`config.mk`:
```
export PLATFORM = sky130hd
export DESIGN_NAME = portc_cos_irq
export DESIGN_NICKNAME = d
export VERILOG_FILES = /design/src/rtl/cos_irq_pkg.sv /design/src/rtl/cos_sync.sv /design/src/rtl/cos_detect.sv /design/src/rtl/cos_stretch.sv /design/src/rtl/portc_cos_irq.sv
export SDC_FILE = /design/constraint.sdc
export NUM_CORES = 1
export LEC_CHECK = 0
export BUFFER_PORTS_ARGS = -buffer_cell sky130_fd_sc_hd__buf_4
export CAP_MARGIN = 20
export CELL_PAD_IN_SITES_DETAIL_PLACEMENT = 0
export CELL_PAD_IN_SITES_GLOBAL_PLACEMENT = 2
export CORE_ASPECT_RATIO = 1.2
export CORE_MARGIN = 5
export CORE_UTILIZATION = 39
export CTS_CLUSTER_DIAMETER = 40
export DETAILED_ROUTE_END_ITERATION = 8
export GPL_TIMING_DRIVEN = 0
export PLACE_DENSITY = 0.87
export SLEW_MARGIN = 20
export SYNTH_ARGS = -nofsm -noshare
export SYNTH_HDL_FRONTEND = slang
export SYNTH_SLANG_ARGS = --single-unit
```
`constraint.sdc`:
```
create_clock -name clk -period 2.7 [get_ports clk]
set_clock_uncertainty 0.05 [all_clocks]
set_input_delay 0 -clock clk [delete_from_list [all_inputs] [get_ports clk]]
set_output_delay 0 -clock clk [all_outputs]
set_load 0.1 [all_outputs]
```
`src/rtl/cos_irq_pkg.sv`:
```
package cos_irq_pkg;

    typedef enum logic [1:0] {
        CM_OFF  = 2'd0,
        CM_EDGE = 2'd1,
        CM_PROG = 2'd2,
        CM_RSVD = 2'd3
    } cos_mode_e;

    // Watched pin pair of one group: b7 is port C bit 7, b3 is port C bit 3
    typedef struct packed {
        logic b7;
        logic b3;
    } watch_t;

    localparam int unsigned DEF_GROUPS = 2;
    localparam int unsigned DEF_LINES  = 6;
    localparam int unsigned DEF_LEN_W  = 4;
    localparam int unsigned SYNC_DEPTH = 2;

    function automatic int unsigned route_width(int unsigned lines);
        return $clog2(lines + 1);
    endfunction

    // Qualify a transition from prv to cur under mode m
    function automatic logic cos_event(cos_mode_e m, watch_t cur, watch_t prv);
        logic lo_rise;
        logic hi_fall;
        logic res;
        lo_rise = cur.b3 & ~prv.b3;
        hi_fall = ~cur.b7 & prv.b7;
        case (m)
            CM_EDGE: res = lo_rise;
            CM_PROG: res = (lo_rise & ~cur.b7) | (hi_fall & ~cur.b3);
            default: res = 1'b0;
        endcase
        return res;
    endfunction

endpackage

```
`src/rtl/cos_sync.sv`:
```
module cos_sync #(
    parameter int unsigned WIDTH = 2,
    parameter int unsigned DEPTH = 2
) (
    input  logic             clk,
    input  logic             rst,
    input  logic [WIDTH-1:0] d,
    output logic [WIDTH-1:0] q
);
    logic [DEPTH-1:0][WIDTH-1:0] stage;

    always_ff @(posedge clk) begin
        if (rst) begin
            stage <= '0;
        end else begin
            stage[0] <= d;
            for (int i = 1; i < DEPTH; i++) begin
                stage[i] <= stage[i-1];
            end
        end
    end

    assign q = stage[DEPTH-1];
endmodule

```
`src/rtl/cos_detect.sv`:
```
module cos_detect
    import cos_irq_pkg::*;
(
    input  logic       clk,
    input  logic       rst,
    input  logic [1:0] pins,
    input  logic [1:0] mode,
    output logic       evt
);
    watch_t    cur;
    watch_t    prv;
    cos_mode_e mode_e;
    logic [1:0] synced;

    cos_sync #(.WIDTH(2), .DEPTH(SYNC_DEPTH)) u_sync (
        .clk (clk),
        .rst (rst),
        .d   (pins),
        .q   (synced)
    );

    assign cur    = watch_t'(synced);
    assign mode_e = cos_mode_e'(mode);

    always_ff @(posedge clk) begin
        if (rst) begin
            prv <= '0;
            evt <= 1'b0;
        end else begin
            prv <= cur;
            evt <= cos_event(mode_e, cur, prv);
        end
    end

    p_off_silent_r7: assert property (@(posedge clk) disable iff (rst)
        evt |-> ($past(mode_e) == CM_EDGE || $past(mode_e) == CM_PROG));

    p_rearm_low_r4: assert property (@(posedge clk) disable iff (rst)
        (evt && $past(mode_e) == CM_EDGE) |-> (!$past(prv.b3) && $past(cur.b3)));

    p_prog_b7_low_r6: assert property (@(posedge clk) disable iff (rst)
        (evt && $past(mode_e) == CM_PROG) |-> !$past(cur.b7));
endmodule

```
`src/rtl/cos_stretch.sv`:
```
module cos_stretch #(
    parameter int unsigned LEN_W = 4
) (
    input  logic             clk,
    input  logic             rst,
    input  logic             trig,
    input  logic [LEN_W-1:0] len,
    output logic             pulse
);
    logic [LEN_W-1:0] cnt;
    logic [LEN_W-1:0] len_eff;

    assign len_eff = (len == '0) ? LEN_W'(1) : len;

    always_ff @(posedge clk) begin
        if (rst) begin
            cnt <= '0;
        end else if (trig) begin
            cnt <= len_eff;
        end else if (cnt != '0) begin
            cnt <= cnt - LEN_W'(1);
        end
    end

    assign pulse = (cnt != '0);

    p_rise_src_r8: assert property (@(posedge clk) disable iff (rst)
        $rose(pulse) |-> $past(trig));

    p_hold_r10: assert property (@(posedge clk) disable iff (rst)
        ($rose(pulse) && $past(len_eff) > LEN_W'(1)) |=> pulse);
endmodule

```
`src/rtl/portc_cos_irq.sv`:
```
module portc_cos_irq
    import cos_irq_pkg::*;
#(
    parameter int unsigned N_GROUPS = DEF_GROUPS,
    parameter int unsigned N_LINES  = DEF_LINES,
    parameter int unsigned LEN_W    = DEF_LEN_W,
    parameter int unsigned SEL_W    = route_width(DEF_LINES)
) (
    input  logic                             clk,
    input  logic                             rst,
    input  logic [N_GROUPS-1:0][1:0]         pc_watch,
    input  logic [N_GROUPS-1:0][1:0]         grp_mode,
    input  logic [N_GROUPS-1:0][SEL_W-1:0]   grp_route,
    input  logic [LEN_W-1:0]                 pulse_len,
    output logic [N_LINES-1:0]               irq_out
);
    logic [N_GROUPS-1:0] grp_evt;
    logic [N_LINES-1:0]  line_trig;

    for (genvar g = 0; g < N_GROUPS; g++) begin : g_grp
        cos_detect u_det (
            .clk  (clk),
            .rst  (rst),
            .pins (pc_watch[g]),
            .mode (grp_mode[g]),
            .evt  (grp_evt[g])
        );
    end

    always_comb begin
        line_trig = '0;
        for (int j = 0; j < N_LINES; j++) begin
            for (int g = 0; g < N_GROUPS; g++) begin
                if (grp_evt[g] && grp_route[g] == SEL_W'(j)) begin
                    line_trig[j] = 1'b1;
                end
            end
        end
    end

    for (genvar j = 0; j < N_LINES; j++) begin : g_line
        cos_stretch #(.LEN_W(LEN_W)) u_str (
            .clk   (clk),
            .rst   (rst),
            .trig  (line_trig[j]),
            .len   (pulse_len),
            .pulse (irq_out[j])
        );

        for (genvar g = 0; g < N_GROUPS; g++) begin : g_chk
            p_route_r8: assert property (@(posedge clk) disable iff (rst)
                (grp_evt[g] && grp_route[g] == SEL_W'(j)) |=> irq_out[j]);
        end
    end
endmodule

```
## Yosys cells after proc, flatten, opt, wreduce, memory -nomap -nowiden

Cells that the tools add are included.

- Add/subtract/negate cells: 6
- Multipliers: 0
- Divide/modulo/power cells: 0
- Order comparisons: 0
- Equality and inequality tests: 14
- Shifts and indexed selects: 0
- Multiplexer cells: 27
- Bitwise operators: 16
- Reduce and logical (&&, ||, !) cells: 27

Operators with widths:

| cell | count |
|---|---|
| 4-bit two-way mux | 13 |
| 4-bit nonzero test | 6 |
| 4-bit by 1-bit subtractor with 4-bit output (second input constant) | 6 |
| 3-bit by 2-bit == test with 1-bit output (second input constant) | 4 |
| 3-bit == test (second input constant) | 4 |
| 1-bit logical AND | 12 |
| 1-bit two-way mux | 12 |
| 2-bit nonzero test | 6 |
| 1-bit AND | 8 |
| 3-bit by 1-bit == test with 1-bit output (second input constant) | 2 |
| 3-bit zero test | 2 |
| 1-bit inverter | 6 |
| 2-bit by 1-bit == test with 1-bit output (second input constant) | 2 |
| 2-bit == test (second input constant) | 2 |
| 4-bit zero test | 1 |
| 1-bit case mux with 2 select lines | 2 |
| 1-bit bitwise OR | 2 |

- Bits in registers: 38
- Latch bits: 0
- RAM bits: 0
- Memory bits (read-only): 0
- Output and inout bits: 6
- Memories: 0

## Logic depth before layout (Yosys ltp)

- Depth after elaboration: 5
- Depth in mapped cells: 5
- Mapped depth without buffers: 5

## Hierarchy

From an unflattened synthesis, not the netlist that was laid out.

- Cell total of the unflattened synthesis: 230
- Area total of the unflattened synthesis: 2,153.3 um2

By module, submodules not included:

| module | times used | cells each | area an instance (um2) |
|---|---|---|---|
| cos_stretch | 6 | 27 | 247.7 |
| cos_detect | 2 | 15 | 148.9 |
| cos_sync | 2 | 10 | 120.1 |
| portc_cos_irq | 1 | 18 | 128.9 |

## Worst setup path after synthesis

Ideal clock, no wire load.

- Kind: flip-flop to flip-flop
- Start point: register g_line[0].u_str.cnt[0]
- End point: register g_line[0].u_str.cnt[1]
- Setup time: 0.075 ns
- Data arrival time: 1.385 ns
- Data required time: 2.575 ns
- Path slack: 1.190 ns
- Cell stages (with the launch flop): 6
- Buffers on the path: 0
- Clock period less this slack: 1.510 ns
- Cells stage by stage: dfxtp_1 -> inv_1 -> ha_1 -> or3b_4 -> mux2_1 -> o22ai_1

- Elaborated cells between the ends (all ways): 5
- Classes of those cells: add/sub: 1; mux: 2; reduce/logical: 2

RTL lines:

| what | line | text |
|---|---|---|
| start: declaration | cos_stretch.sv:10 | `logic [LEN_W-1:0] cnt;` |
| start signal: assignment | cos_stretch.sv:19 | `cnt <= len_eff;` |
| start signal: assignment | cos_stretch.sv:21 | `cnt <= cnt - LEN_W'(1);` |
| 4-bit nonzero test | n/a |  |
| net g_line[0].u_str.pulse | cos_stretch.sv:8 | `output logic pulse` |
| 2-bit nonzero test (no line) | n/a |  |

The timed path passes the listed nets, and every way through them passes these cells. The select of a mux whose other input is x is not followed.
A chain may end at the register's enable or synchronous reset.

## Worst setup path after layout

- Start point: register g_line[5].u_str.cnt[0]
- End point: output irq_out[5]

- Cells in the longest elaborated chain, start to end: 1

Ends and longest elaborated chain:

| what | line | text |
|---|---|---|
| start: declaration | cos_stretch.sv:10 |  |
| start signal: assignment | cos_stretch.sv:19 |  |
| start signal: assignment | cos_stretch.sv:21 |  |
| 4-bit nonzero test | cos_stretch.sv:25 | `assign pulse = (cnt != '0);` |
| end: declaration | portc_cos_irq.sv:15 | `output logic [N_LINES-1:0] irq_out` |

No other way between the ends.

==> results.yml <==
logic_synthesis:
  synthFlopType: "dfxtp_1"
  yosysTopAreaCell: "dfxtp_1"
  yosys.area.top_type_share: 0.363
  synth_edf_count: 0
  synth_cell_types: 29
  synthCells: 218
  ys_top_cells_by_area: "dfxtp_1, ha_1, nand3b_1"
  async_reset_ff_frac: 0
  ys_ff_latch: 38
  syn_avg_cell_area_sq_um: 9.61
  ys_seq_area_frac: 0.363
  syn_nets: 254
  syn_area_sq_um: 2100
  yosysWarnings: 0
grt:
  grt_pass1_wl_mm: 7.20
  gr-total-overflow: 0
  grt_pass1_vias: 1593
  grtUsageTotal: 0.129
  grt_max_degree: 12
  grt_antenna_before_repair: 0
setup_path:
  r2r-start: "g_line[1].u_str.cnt[0]"
  start_kind: "register"
  startpoint: "g_line[5].u_str.cnt[0]"
  crit_fanout: 3
  crit_required_ns: 2.65
  end_kind: "output pin"
  timing.rr.end: "g_line[1].u_str.cnt[1]"
  setup.reg_to_reg.worst_slack_ns: 1.09
  worstPathArrival_ns: 1.70
  reg2regPathDepth: 5
  path_class: "reg2out"
floorplanning:
  core_area_sq_um: 5260
  die-area_sq_um: 6950
  floorplan.rows: 29
  ios: 26
  start_util: 0.398
  fp.dieH_um: 90.3
  die_x_um: 76.9
finish:
  n_antenna_cell: 0
  stdcell_count: 318
  ff_latch_area_sq_um: 761
  nNetsFinal: 292
  drive_gt1_frac: 0.172
  multi_input_area_sq_um: 1200
  num-fill-cells: 521
  syn_to_final_growth_pct: 20.9
drt:
  viasPerCell: 5.14
  met2WireLength_mm: 2.08
  ant_nets: 0
  routed_wl_mm: 4.30
  vias: 1633
  post-route-drc-count: 0
  avgRoutedWirePerCell_um: 13.5
  drtIter0Drc: 50
  wl_met1_mm: 2.02
  dr_wl_met3_um: 129
  drtPass1Iterations: 4
  top_layer_used: "met4"
clock_network:
  post_cts_resized: 0
  clockBufferDepth: 2
  cts_num_sinks: 38
  cts-htree-levels: 2
  cts_root_buf: "clkbuf_8"
  clk_pin_slew_ns: 0.07
  cts_tree: "built"
  cts_buffers: 5
  post_cts_buffers: 0
  insertion_delay_ns: 0.29
min_path:
  hold_path_class: "in2reg"
  hold_path_end: "g_line[3].u_str.cnt[1]"
  worstHoldStart: "rst"
  holdPathStages: 3
power_and_ir_drop:
  p_per_area_nw_per_um2: 1260
  ir_worst_vdd_v: 0.000818
  p_leak_uw: 0.00102
timing:
  timing.slew.headroom: 0.574
  hold_viol: 0
  worst_slew_pin_slew_ns: 0.638
  timing.final.crit_share: 0.647
  drv_slew: 0
  rsz0062_at_grt: "no"
  setup_tns_ns: 0
  setup_viol: 0
  max_freq_mhz: 572
  fin_crit_ns: 1.75
outcome:
  status: "finished, final reports clean"
place:
  dp_cells: 305
  io_buffer_count: 25
  dp_hpwl_mm: 3.20
  place_congestion: 0.729
job:
  drv_cap: 0
[power by group]
group,total [uW],internal [uW],switching (uW)
clock,489,296,193
sequential,866,734,132
combinational,1840,753,1090
[per-stage QoR]
step	total power, uW	cell area [sq um]	setup slack, ns	utilization	hold WS [ns]
detailed placement	2710	2360	1.10	0.449	0.168
global route	3420	2530	0.870	0.482	0.0341
floorplan	2400	2100	1.19	-	0.0782
CTS	3220	2530	0.945	0.482	0.0126
finish	3190	2530	0.953	0.482	0.0148
global placement	2710	2360	1.11	0.449	0.161
[kinds of logic (layout without fill, tap and decap cells)]
group	Yosys count	after routing	synth area share
and+or+nand+nor	76	76	0.256
AOI/OAI and AO/OA	39	39	0.127
DFF	38	38	0.363
buffers and inverters	29	67	0.0627
adders and majority gates	16	16	0.0955
muxes	14	14	0.0704
xor gates and xnor gates	6	6	0.0251
[how the worst max path moves through the flow]
| stage | end | depth (start not counted) |
|---|---|---|
| 3_5_place_dp | g_line[1].u_str.cnt[1] | 5 |
| 3_3_place_gp | g_line[4].u_str.cnt[1] | 5 |
| 5_1_grt | irq_out[5] | 5 |
| 4_1_cts | irq_out[5] | 5 |
| 6_report | irq_out[5] | 5 |
| 2_1_floorplan | g_line[0].u_str.cnt[1] | 5 |
[routing by layer]
metal | track usage | vias up
li1 | - | 851
met1 | 0.155 | 753
met2 | 0.217 | 23
met3 | 0.0329 | 6
met4 | 0.0481 | 0
met5 | 0 | -
[synth_stat cells, types with 6 or more instances]
cell       number
ha_1           16
buf_4           6
nand2b_1       13
nand4bb_1       6
nand3b_1       12
o22ai_1        12
mux2_1          6
nor3_1          7
dfxtp_1        38
nor2b_1        10
xnor2_1         6
a21oi_1        12
mux2i_1         8
inv_1          20
nor2_1          8
[cell type report]
cell class,instances,area share
multi-input cells,151,0.475
flip-flops and latches,38,0.300
repair buffers,31,0.0978
clock buffers,6,0.0326
well taps,62,0.0306
inverters,20,0.0296
plain buffers,9,0.0222
clock inverters,1,0.0119
[repair_timing]
item | in CTS | in global routing
hold buffers | 6 | 0
setup endpoints to repair | 0 | 0
hold endpoints to repair | 6 | 0
[registers in the layout, indices dropped and copies added (netlist names)]
name and cells:
g_grp.u_det.u_sync.q 4, g_grp.u_det.prv 4, g_grp.u_det.u_sync.stage 4, g_line.u_str.cnt 24, g_grp.u_det.evt 2
[placed cells by master, fill, tap and decap left out, drive strengths merged, types with 7 or more instances in the layout]
cell type | Yosys | final
dfxtp | 38 | 38
buf | 6 | 31
inv | 20 | 20
ha | 16 | 16
nand2b | 13 | 13
a21oi | 12 | 12
nand3b | 12 | 12
o22ai | 12 | 12
nor2b | 10 | 10
clkbuf | 3 | 9
nor2 | 8 | 8
mux2i | 8 | 8
nor3 | 7 | 7
[critical path, stage by stage, from the launching register on]
cell and delay, ns:
dfxtp_1 0.33, inv_1 0.08, ha_1 0.19, or3b_1 0.42, buf_4 0.16, buf_4 0.22
Note: power is estimated with default switching activity, not from simulation.
